`config.mk`:
```
export PLATFORM = sky130hd
export DESIGN_NAME = systimer_top
export DESIGN_NICKNAME = d
export VERILOG_FILES = /design/src/rtl/systimer_pkg.sv /design/src/rtl/systimer_counter.sv /design/src/rtl/systimer_channel.sv /design/src/rtl/systimer_regif.sv /design/src/rtl/systimer_top.sv
export SDC_FILE = /design/constraint.sdc
export NUM_CORES = 1
export LEC_CHECK = 0
export BUFFER_PORTS_ARGS = -buffer_cell sky130_fd_sc_hd__buf_2
export CAP_MARGIN = 30
export CORE_MARGIN = 2
export CORE_UTILIZATION = 35
export CTS_BUF_LIST = sky130_fd_sc_hd__clkbuf_4 sky130_fd_sc_hd__clkbuf_8
export CTS_CLUSTER_DIAMETER = 40
export DETAILED_ROUTE_END_ITERATION = 8
export SYNTH_ARGS = -nofsm -noshare
export SYNTH_HDL_FRONTEND = slang
export SYNTH_HIERARCHICAL = 1
export SYNTH_SLANG_ARGS = --single-unit
```
`constraint.sdc`:
```
create_clock -name clk -period 3.25 [get_ports clk]
set_input_delay 0.1625 -clock clk [delete_from_list [all_inputs] [get_ports clk]]
set_output_delay 0.1625 -clock clk [all_outputs]
set_load 0.01 [all_outputs]
```
`src/rtl/systimer_pkg.sv`:
```
package systimer_pkg;

    localparam int unsigned WORD_W = 32;
    localparam int unsigned CNT_W  = 64;
    localparam int unsigned NUM_CH = 4;
    localparam int unsigned ADDR_W = 5;
    localparam int unsigned SEL_W  = ADDR_W - 2;

    typedef logic [WORD_W-1:0] word_t;
    typedef logic [CNT_W-1:0]  count_t;

    // Word selector; the order of the compare words matters for channel index.
    typedef enum logic [SEL_W-1:0] {
        SEL_STATUS = 3'd0,
        SEL_CNT_LO = 3'd1,
        SEL_CNT_HI = 3'd2,
        SEL_CMP0   = 3'd3,
        SEL_CMP1   = 3'd4,
        SEL_CMP2   = 3'd5,
        SEL_CMP3   = 3'd6,
        SEL_NONE   = 3'd7
    } reg_sel_e;

    typedef struct packed {
        logic     wr;
        logic     rd;
        reg_sel_e sel;
    } bus_op_t;

    // Unaligned accesses decode to nothing.
    function automatic reg_sel_e decode_addr(input logic [ADDR_W-1:0] a);
        if (a[1:0] != 2'b00) return SEL_NONE;
        return reg_sel_e'(a[ADDR_W-1:2]);
    endfunction

    function automatic reg_sel_e cmp_sel(input int unsigned ch);
        return reg_sel_e'(SEL_W'(int'(SEL_CMP0) + int'(ch)));
    endfunction

    function automatic word_t status_word(input logic [NUM_CH-1:0] flags);
        return word_t'(flags);
    endfunction

endpackage

```
`src/rtl/systimer_counter.sv`:
```
module systimer_counter
    import systimer_pkg::*;
#(
    parameter count_t START_VALUE = '0
) (
    input  logic   clk,
    input  logic   rst,
    input  logic   tick_en,
    output count_t cnt_q,
    output word_t  next_lo
);

    always_ff @(posedge clk) begin
        if (rst) begin
            cnt_q <= START_VALUE;
        end else if (tick_en) begin
            cnt_q <= cnt_q + CNT_W'(1);
        end
    end

    // Low word the count moves to on the coming tick (wraps modulo 2^32).
    assign next_lo = cnt_q[WORD_W-1:0] + WORD_W'(1);

endmodule

```
`src/rtl/systimer_channel.sv`:
```
module systimer_channel
    import systimer_pkg::*;
(
    input  logic  clk,
    input  logic  rst,
    input  logic  tick_en,
    input  word_t next_lo,
    input  logic  cmp_wr,
    input  word_t wr_data,
    input  logic  clr,
    output word_t cmp_q,
    output logic  flag_q
);

    logic hit;

    // Edge-style match: only a tick landing on the value counts.
    assign hit = tick_en && (next_lo == cmp_q);

    always_ff @(posedge clk) begin
        if (rst) begin
            cmp_q <= '0;
        end else if (cmp_wr) begin
            cmp_q <= wr_data;
        end
    end

    // Set has priority over clear so no event is dropped.
    always_ff @(posedge clk) begin
        if (rst) begin
            flag_q <= 1'b0;
        end else if (hit) begin
            flag_q <= 1'b1;
        end else if (clr) begin
            flag_q <= 1'b0;
        end
    end

endmodule

```
`src/rtl/systimer_regif.sv`:
```
module systimer_regif
    import systimer_pkg::*;
#(
    parameter word_t SNAP_INIT = '0
) (
    input  logic                          clk,
    input  logic                          rst,
    input  logic                          wr_en,
    input  logic                          rd_en,
    input  logic [ADDR_W-1:0]             addr,
    input  logic [NUM_CH-1:0]             clr_mask,
    input  count_t                        cnt,
    input  logic [NUM_CH-1:0][WORD_W-1:0] cmp,
    input  logic [NUM_CH-1:0]             flags,
    output logic [NUM_CH-1:0]             cmp_wr,
    output logic [NUM_CH-1:0]             clr,
    output word_t                         rdata
);

    bus_op_t op;
    word_t   hi_snap_q;

    assign op = '{wr: wr_en, rd: rd_en, sel: decode_addr(addr)};

    // High half captured on every low-word read.
    always_ff @(posedge clk) begin
        if (rst) begin
            hi_snap_q <= SNAP_INIT;
        end else if (op.rd && op.sel == SEL_CNT_LO) begin
            hi_snap_q <= cnt[CNT_W-1:WORD_W];
        end
    end

    for (genvar g = 0; g < NUM_CH; g++) begin : g_ch_dec
        assign cmp_wr[g] = op.wr && (op.sel == cmp_sel(g));
        assign clr[g]    = op.wr && (op.sel == SEL_STATUS) && clr_mask[g];
    end

    always_comb begin
        rdata = '0;
        case (op.sel)
            SEL_STATUS: rdata = status_word(flags);
            SEL_CNT_LO: rdata = cnt[WORD_W-1:0];
            SEL_CNT_HI: rdata = hi_snap_q;
            default: begin
                for (int i = 0; i < NUM_CH; i++) begin
                    if (op.sel == cmp_sel(i)) rdata = cmp[i];
                end
            end
        endcase
    end

endmodule

```
`src/rtl/systimer_top.sv`:
```
module systimer_top
    import systimer_pkg::*;
#(
    parameter count_t START_VALUE = '0
) (
    input  logic              clk,
    input  logic              rst,
    input  logic              tick_en,
    input  logic              wr_en,
    input  logic              rd_en,
    input  logic [ADDR_W-1:0] addr,
    input  logic [WORD_W-1:0] wdata,
    output logic [WORD_W-1:0] rdata,
    output logic [NUM_CH-1:0] irq
);

    count_t                        cnt_q;
    word_t                         next_lo;
    logic [NUM_CH-1:0][WORD_W-1:0] cmp_q;
    logic [NUM_CH-1:0]             flag_q;
    logic [NUM_CH-1:0]             cmp_wr;
    logic [NUM_CH-1:0]             clr;

    systimer_counter #(.START_VALUE(START_VALUE)) u_counter (
        .clk     (clk),
        .rst     (rst),
        .tick_en (tick_en),
        .cnt_q   (cnt_q),
        .next_lo (next_lo)
    );

    for (genvar g = 0; g < NUM_CH; g++) begin : g_chan
        systimer_channel u_chan (
            .clk     (clk),
            .rst     (rst),
            .tick_en (tick_en),
            .next_lo (next_lo),
            .cmp_wr  (cmp_wr[g]),
            .wr_data (wdata),
            .clr     (clr[g]),
            .cmp_q   (cmp_q[g]),
            .flag_q  (flag_q[g])
        );
    end

    systimer_regif #(.SNAP_INIT(START_VALUE[CNT_W-1:WORD_W])) u_regif (
        .clk      (clk),
        .rst      (rst),
        .wr_en    (wr_en),
        .rd_en    (rd_en),
        .addr     (addr),
        .clr_mask (wdata[NUM_CH-1:0]),
        .cnt      (cnt_q),
        .cmp      (cmp_q),
        .flags    (flag_q),
        .cmp_wr   (cmp_wr),
        .clr      (clr),
        .rdata    (rdata)
    );

    assign irq = flag_q;

endmodule

```
==> run summary <==
Across all layers, the routed design uses 11,654 vias. Clock tree synthesis inserted a total of 45 buffers. The H-tree was split into 2 levels.

For the number of setup violations in the final report, the log shows 0. The average instance in the mapped netlist occupies 8.37 um2. Data arrives at the worst endpoint at 3.59 ns.

The accumulated negative setup slack is 0 ns, and the final worst clock skew is 0.0252 ns. Most used flip-flop cell after synthesis: dfxtp_1. The class of the most critical setup path is register to register. The number of distinct standard cells referenced by the synthesized netlist came out at 52. The initial utilization of the core area, before any placement, comes to 35.3%.

The sequential cell area was 4560 um2; the ratio of final minimum period to clock period was 94.7%. Synthesis handed over a netlist of 1,494 instances. No sink is reached through more buffers than the 3 on the longest clock path. For the number of clock sinks, the log shows 228. TritonCTS built the clock tree. The number of buffers and inverters on the critical path works out to 0. The filler cells instantiated in the layout total 3,616. The number of nets in the synthesized netlist is 1,537.

The logs give 5 for the first-pass iteration count of the detailed router and 43.1% for the share of total power in sequential cells. The die covers 37,300 um2. For the cell-internal power, the log shows 0.00497 W.

The clock share of power is 50.0%, and the final period demand of the worst path is 3.08 ns. The part of the Yosys area used for sequential elements was 36.5%; the average wire per standard cell was 21.1 um. The start point of the worst hold path was rst. Row generation in the floorplan step produced 69 rows.

The switching power as a share of total power is 24.6%. Entering global routing, the biggest net connects 106 pins. Summed over its instances, the top area cell type makes up 36.5% of the synthesized netlist area.

The data required time at the worst endpoint was 3.77 ns; the total detailed-routing wirelength was 44,100 um. Counting flops with a built-in enable in the synthesized netlist gives 0. The setup check on the worst reg-to-reg path leaves a slack of 0.17 ns.

The number of maximum-capacitance violations was 0. The final hold slack was 0.107 ns; the global-route congestion overflow total was 0. The run gives 12,500 um2 as the post-synthesis cell area. The share of async-settable or async-resettable flops after synthesis was 0%.

By area the synthesized netlist is led by dfxtp_1, mux2i_1, xnor2_1. For the global placement routability congestion, the log shows 0.944. The run gives 0.388 mV as the peak ir drop on the vdd network. The initial antenna violation count came out at 0. Largest area contributor in the netlist: dfxtp_1. The largest single stage delay on the critical path is 0.52 ns.

Master of the slowest instance on the critical path: nor4_1. The wire-length estimate of the detail-placed layout is 32,700 um. Most prevalent standard cell on the critical path: nand4_1.

Summing all multi-input logic gate instances after layout gives 7420 um2. Number of global-route vias before repair: 11,121. Along the worst path, the maximum fanout reaches 4. The final hold violation count was 0; the first-pass GRT wire length was 66,600 um. After floorplanning, the core was sized to cover 35,400 um2. The capture endpoint of the worst hold path is u_counter/cnt_q[38]. The final antenna-violating net count was 0. Setup repair after global routing could not meet its margin everywhere. In this run the power density over the cells is 444 nW/um2. The tools report the headroom to the max-slew limit as 31.9%. The number of input and output port buffers inserted was 77; the leakage power total was 5.26 nW. Global routing used 23.5% of the available tracks across all layers.

Clock-pin slew was measured on the worst setup and hold paths at 0.06 ns. Yosys printed 6 warnings. The number of pins exceeding their max-slew limit in the final report is 0, and the slew at the pin closest to its max-slew limit is 1.02 ns. The min-delay analysis places its worst path in the category primary input to register. The combinational cell fraction of total power is 6.9%, and the register bit count reported by yosys is 228.

For this run, the post-layout net count is 1,642. In the final layout, the share of cells above drive strength 1 is 15.1%. The upper clock frequency limit is 325 MHz. For this design the top-level I/O count stands at 78. The count of buffers added by post-CTS timing repair for setup came out at 0. The startpoint identified for the worst register-to-register timing path is u_counter/cnt_q[22].

The clock root buffer was clkbuf_8. Walking the worst path, the cells encountered are nand4_1 > nor4_1 > nand2_1 > xnor2_1 > xnor2_1 > nand4_1 > nor4_1 > nand4_1 > o21ai_1. The floorplan die width is 193 um.

The tools report the clock latency at the later pin of the worst-skew pair as 0.59 ns. DRC marker count from the first detailed-route iteration: 1,029. Measured in cells, the most critical reg-to-reg path has a length of 9. For this design the total switching power over the nets is 0.00162 W. The gate family responsible for the most delay along the worst path is simple AND/OR/NAND/NOR gates. Element type at the critical path end: a register. Compared with the post-synthesis result, the final layout area differs by 18.6%.

The number of antenna diodes in the final layout is 0. The worst setup path is launched from a register. The end of the worst register-to-register path is g_chan[1].u_chan/flag_q.

After detailed routing, the number of remaining DRC violations is 0. The worst hold path was traced through 2 stages. After detailed routing, the number of vias per cell comes to 5.57. The height of the chip is 193 um.

The flow ran to the end, and the final reports show no timing, DRC or antenna violations.
==> metrics by stage <==
stage | cell area (um2) | cells | utilization (%) | total power, W | worst slack, ns
5_1_grt | 14800 | 2091 | 41.9 | 0.00682 | -0.0197
3_5_place_dp | 13500 | 1980 | 38.0 | 0.00332 | 0.152
3_3_place_gp | 13500 | 1980 | 38.0 | 0.00332 | 0.250
4_1_cts | 14800 | 2091 | 41.9 | 0.00665 | 0.148
6_report | 14800 | 2091 | 41.9 | 0.00659 | 0.173
2_1_floorplan | 12500 | 1494 | - | 0.00314 | 0.360
==> power by group through the flow <==
stage | sequential [W] | combinational [W] | clock, W
after global routing | 0.00284 | 0.000489 | 0.00349
final | 0.00284 | 0.000455 | 0.00329
after detailed placement | 0.00290 | 0.000415 | 0
after global placement | 0.00290 | 0.000415 | 0
after CTS | 0.00284 | 0.000448 | 0.00336
after floorplan | 0.00289 | 0.000252 | 0
==> worst max-delay path by stage <==
stage	depth (start not counted)	startpoint	slack, ns	endpoint
2_1_floorplan	11	u_counter/cnt_q[0]	0.36	g_chan[0].u_chan/flag_q
3_3_place_gp	11	u_counter/cnt_q[1]	0.25	g_chan[1].u_chan/flag_q
3_5_place_dp	11	u_counter/cnt_q[1]	0.15	g_chan[1].u_chan/flag_q
4_1_cts	11	u_counter/cnt_q[1]	0.15	g_chan[1].u_chan/flag_q
5_1_grt	11	u_counter/cnt_q[1]	-0.02	g_chan[2].u_chan/flag_q
6_report	9	u_counter/cnt_q[22]	0.17	g_chan[1].u_chan/flag_q
==> worst register-to-register path, cell delays in order, from the launching register on <==
cell and delay (ns):
dfxtp_1 0.50, nand4_1 0.34, nor4_1 0.52, nand2_1 0.13
xnor2_1 0.52, xnor2_1 0.22, nand4_1 0.16, nor4_1 0.36
nand4_1 0.14, o21ai_1 0.14
==> Yosys cell counts (5+ instances only) <==
master / number
dfxtp_1: 228
nor2_1: 220
mux2i_1: 130
xnor2_1: 121
a21oi_1: 114
nand2_1: 108
nand3_1: 74
xor2_1: 74
nand4_1: 61
clkbuf_1: 53
buf_2: 45
o22ai_1: 34
o211ai_1: 31
a221oi_1: 28
o21ai_0: 22
nor4_1: 20
inv_1: 11
or3_1: 11
or4_1: 10
and3_1: 9
and2_1: 7
and4_1: 7
nor2b_1: 7
nor3_1: 6
nor4b_2: 6
buf_1: 5
buf_6: 5
o31ai_1: 5
==> metal layers <==
layer | up-vias | track usage [%] | share of wire, %
li1 | 5498 | - | -
met1 | 5551 | 31.3 | 44
met2 | 492 | 38.2 | 46
met3 | 113 | 3.04 | 6.1
met4 | 0 | 10.3 | 4.5
met5 | - | 0 | 0
==> layout make-up <==
| type | instances | share of cell area (%) |
|---|---|---|
| clock buffer | 61 | 5.32 |
| clock inverter | 17 | 1.56 |
| inverter | 11 | 0.278 |
| multi-input combinational | 1143 | 50.0 |
| sequential | 228 | 30.8 |
| tap | 461 | 3.89 |
| timing repair buffer | 170 | 8.16 |
==> registers in the layout, indices dropped and copies added (netlist names) <==
| name | cells |
|---|---|
| u_counter/cnt_q | 64 |
| g_chan.u_chan/cmp_q | 128 |
| u_regif/hi_snap_q | 32 |
| g_chan.u_chan/flag_q | 4 |
==> logic make-up (layout without fill, tap and decap cells) <==
group           Yosys count  in the layout  share of synthesized area, %
simple gates            569            569                          22.6
mux                     133            133                          10.7
fa+ha+maj                 1              1                         0.100
compound gates          245            245                          11.9
xor+xnor                195            195                          13.7
buf+inv                 123            259                          4.54
flops                   228            228                          36.5
==> what timing repair did <==
action | in CTS | in global routing
endpoints found under the setup margin | 0 | 4
resized for setup | 0 | 2
hold buffers | 33 | 0
hold endpoints to repair | 130 | 0
==> placed cells by master, fill, tap and decap left out, types with 3 or more instances in the layout <==
master / synthesis / layout
mux2i_1: 130 / 130
nor2b_1: 7 / 7
buf_4: 3 / 57
nand3_1: 74 / 74
nand2b_1: 4 / 4
nor4_1: 20 / 20
o21ai_1: 4 / 4
xor2_1: 74 / 74
clkinv_2: 0 / 5
and3_1: 9 / 8
or4_1: 10 / 10
inv_1: 11 / 11
or3_1: 11 / 11
dlygate4sd3_1: 0 / 33
nand2_1: 108 / 108
nand4_1: 61 / 61
o211ai_1: 31 / 31
bufinv_16: 0 / 5
clkinvlp_4: 0 / 4
mux2_2: 3 / 3
nor4b_2: 6 / 4
buf_12: 0 / 3
o31ai_1: 5 / 5
buf_2: 45 / 76
clkbuf_8: 0 / 53
dfxtp_1: 228 / 228
a21oi_1: 114 / 114
a221oi_1: 28 / 28
and2_1: 7 / 6
o21ai_0: 22 / 22
nor3_1: 6 / 6
xnor2_1: 121 / 119
or3_2: 4 / 4
nor2_1: 220 / 218
clkbuf_4: 0 / 8
o22ai_1: 34 / 34
and4_1: 7 / 7
Note: power is estimated with default switching activity, not from simulation.
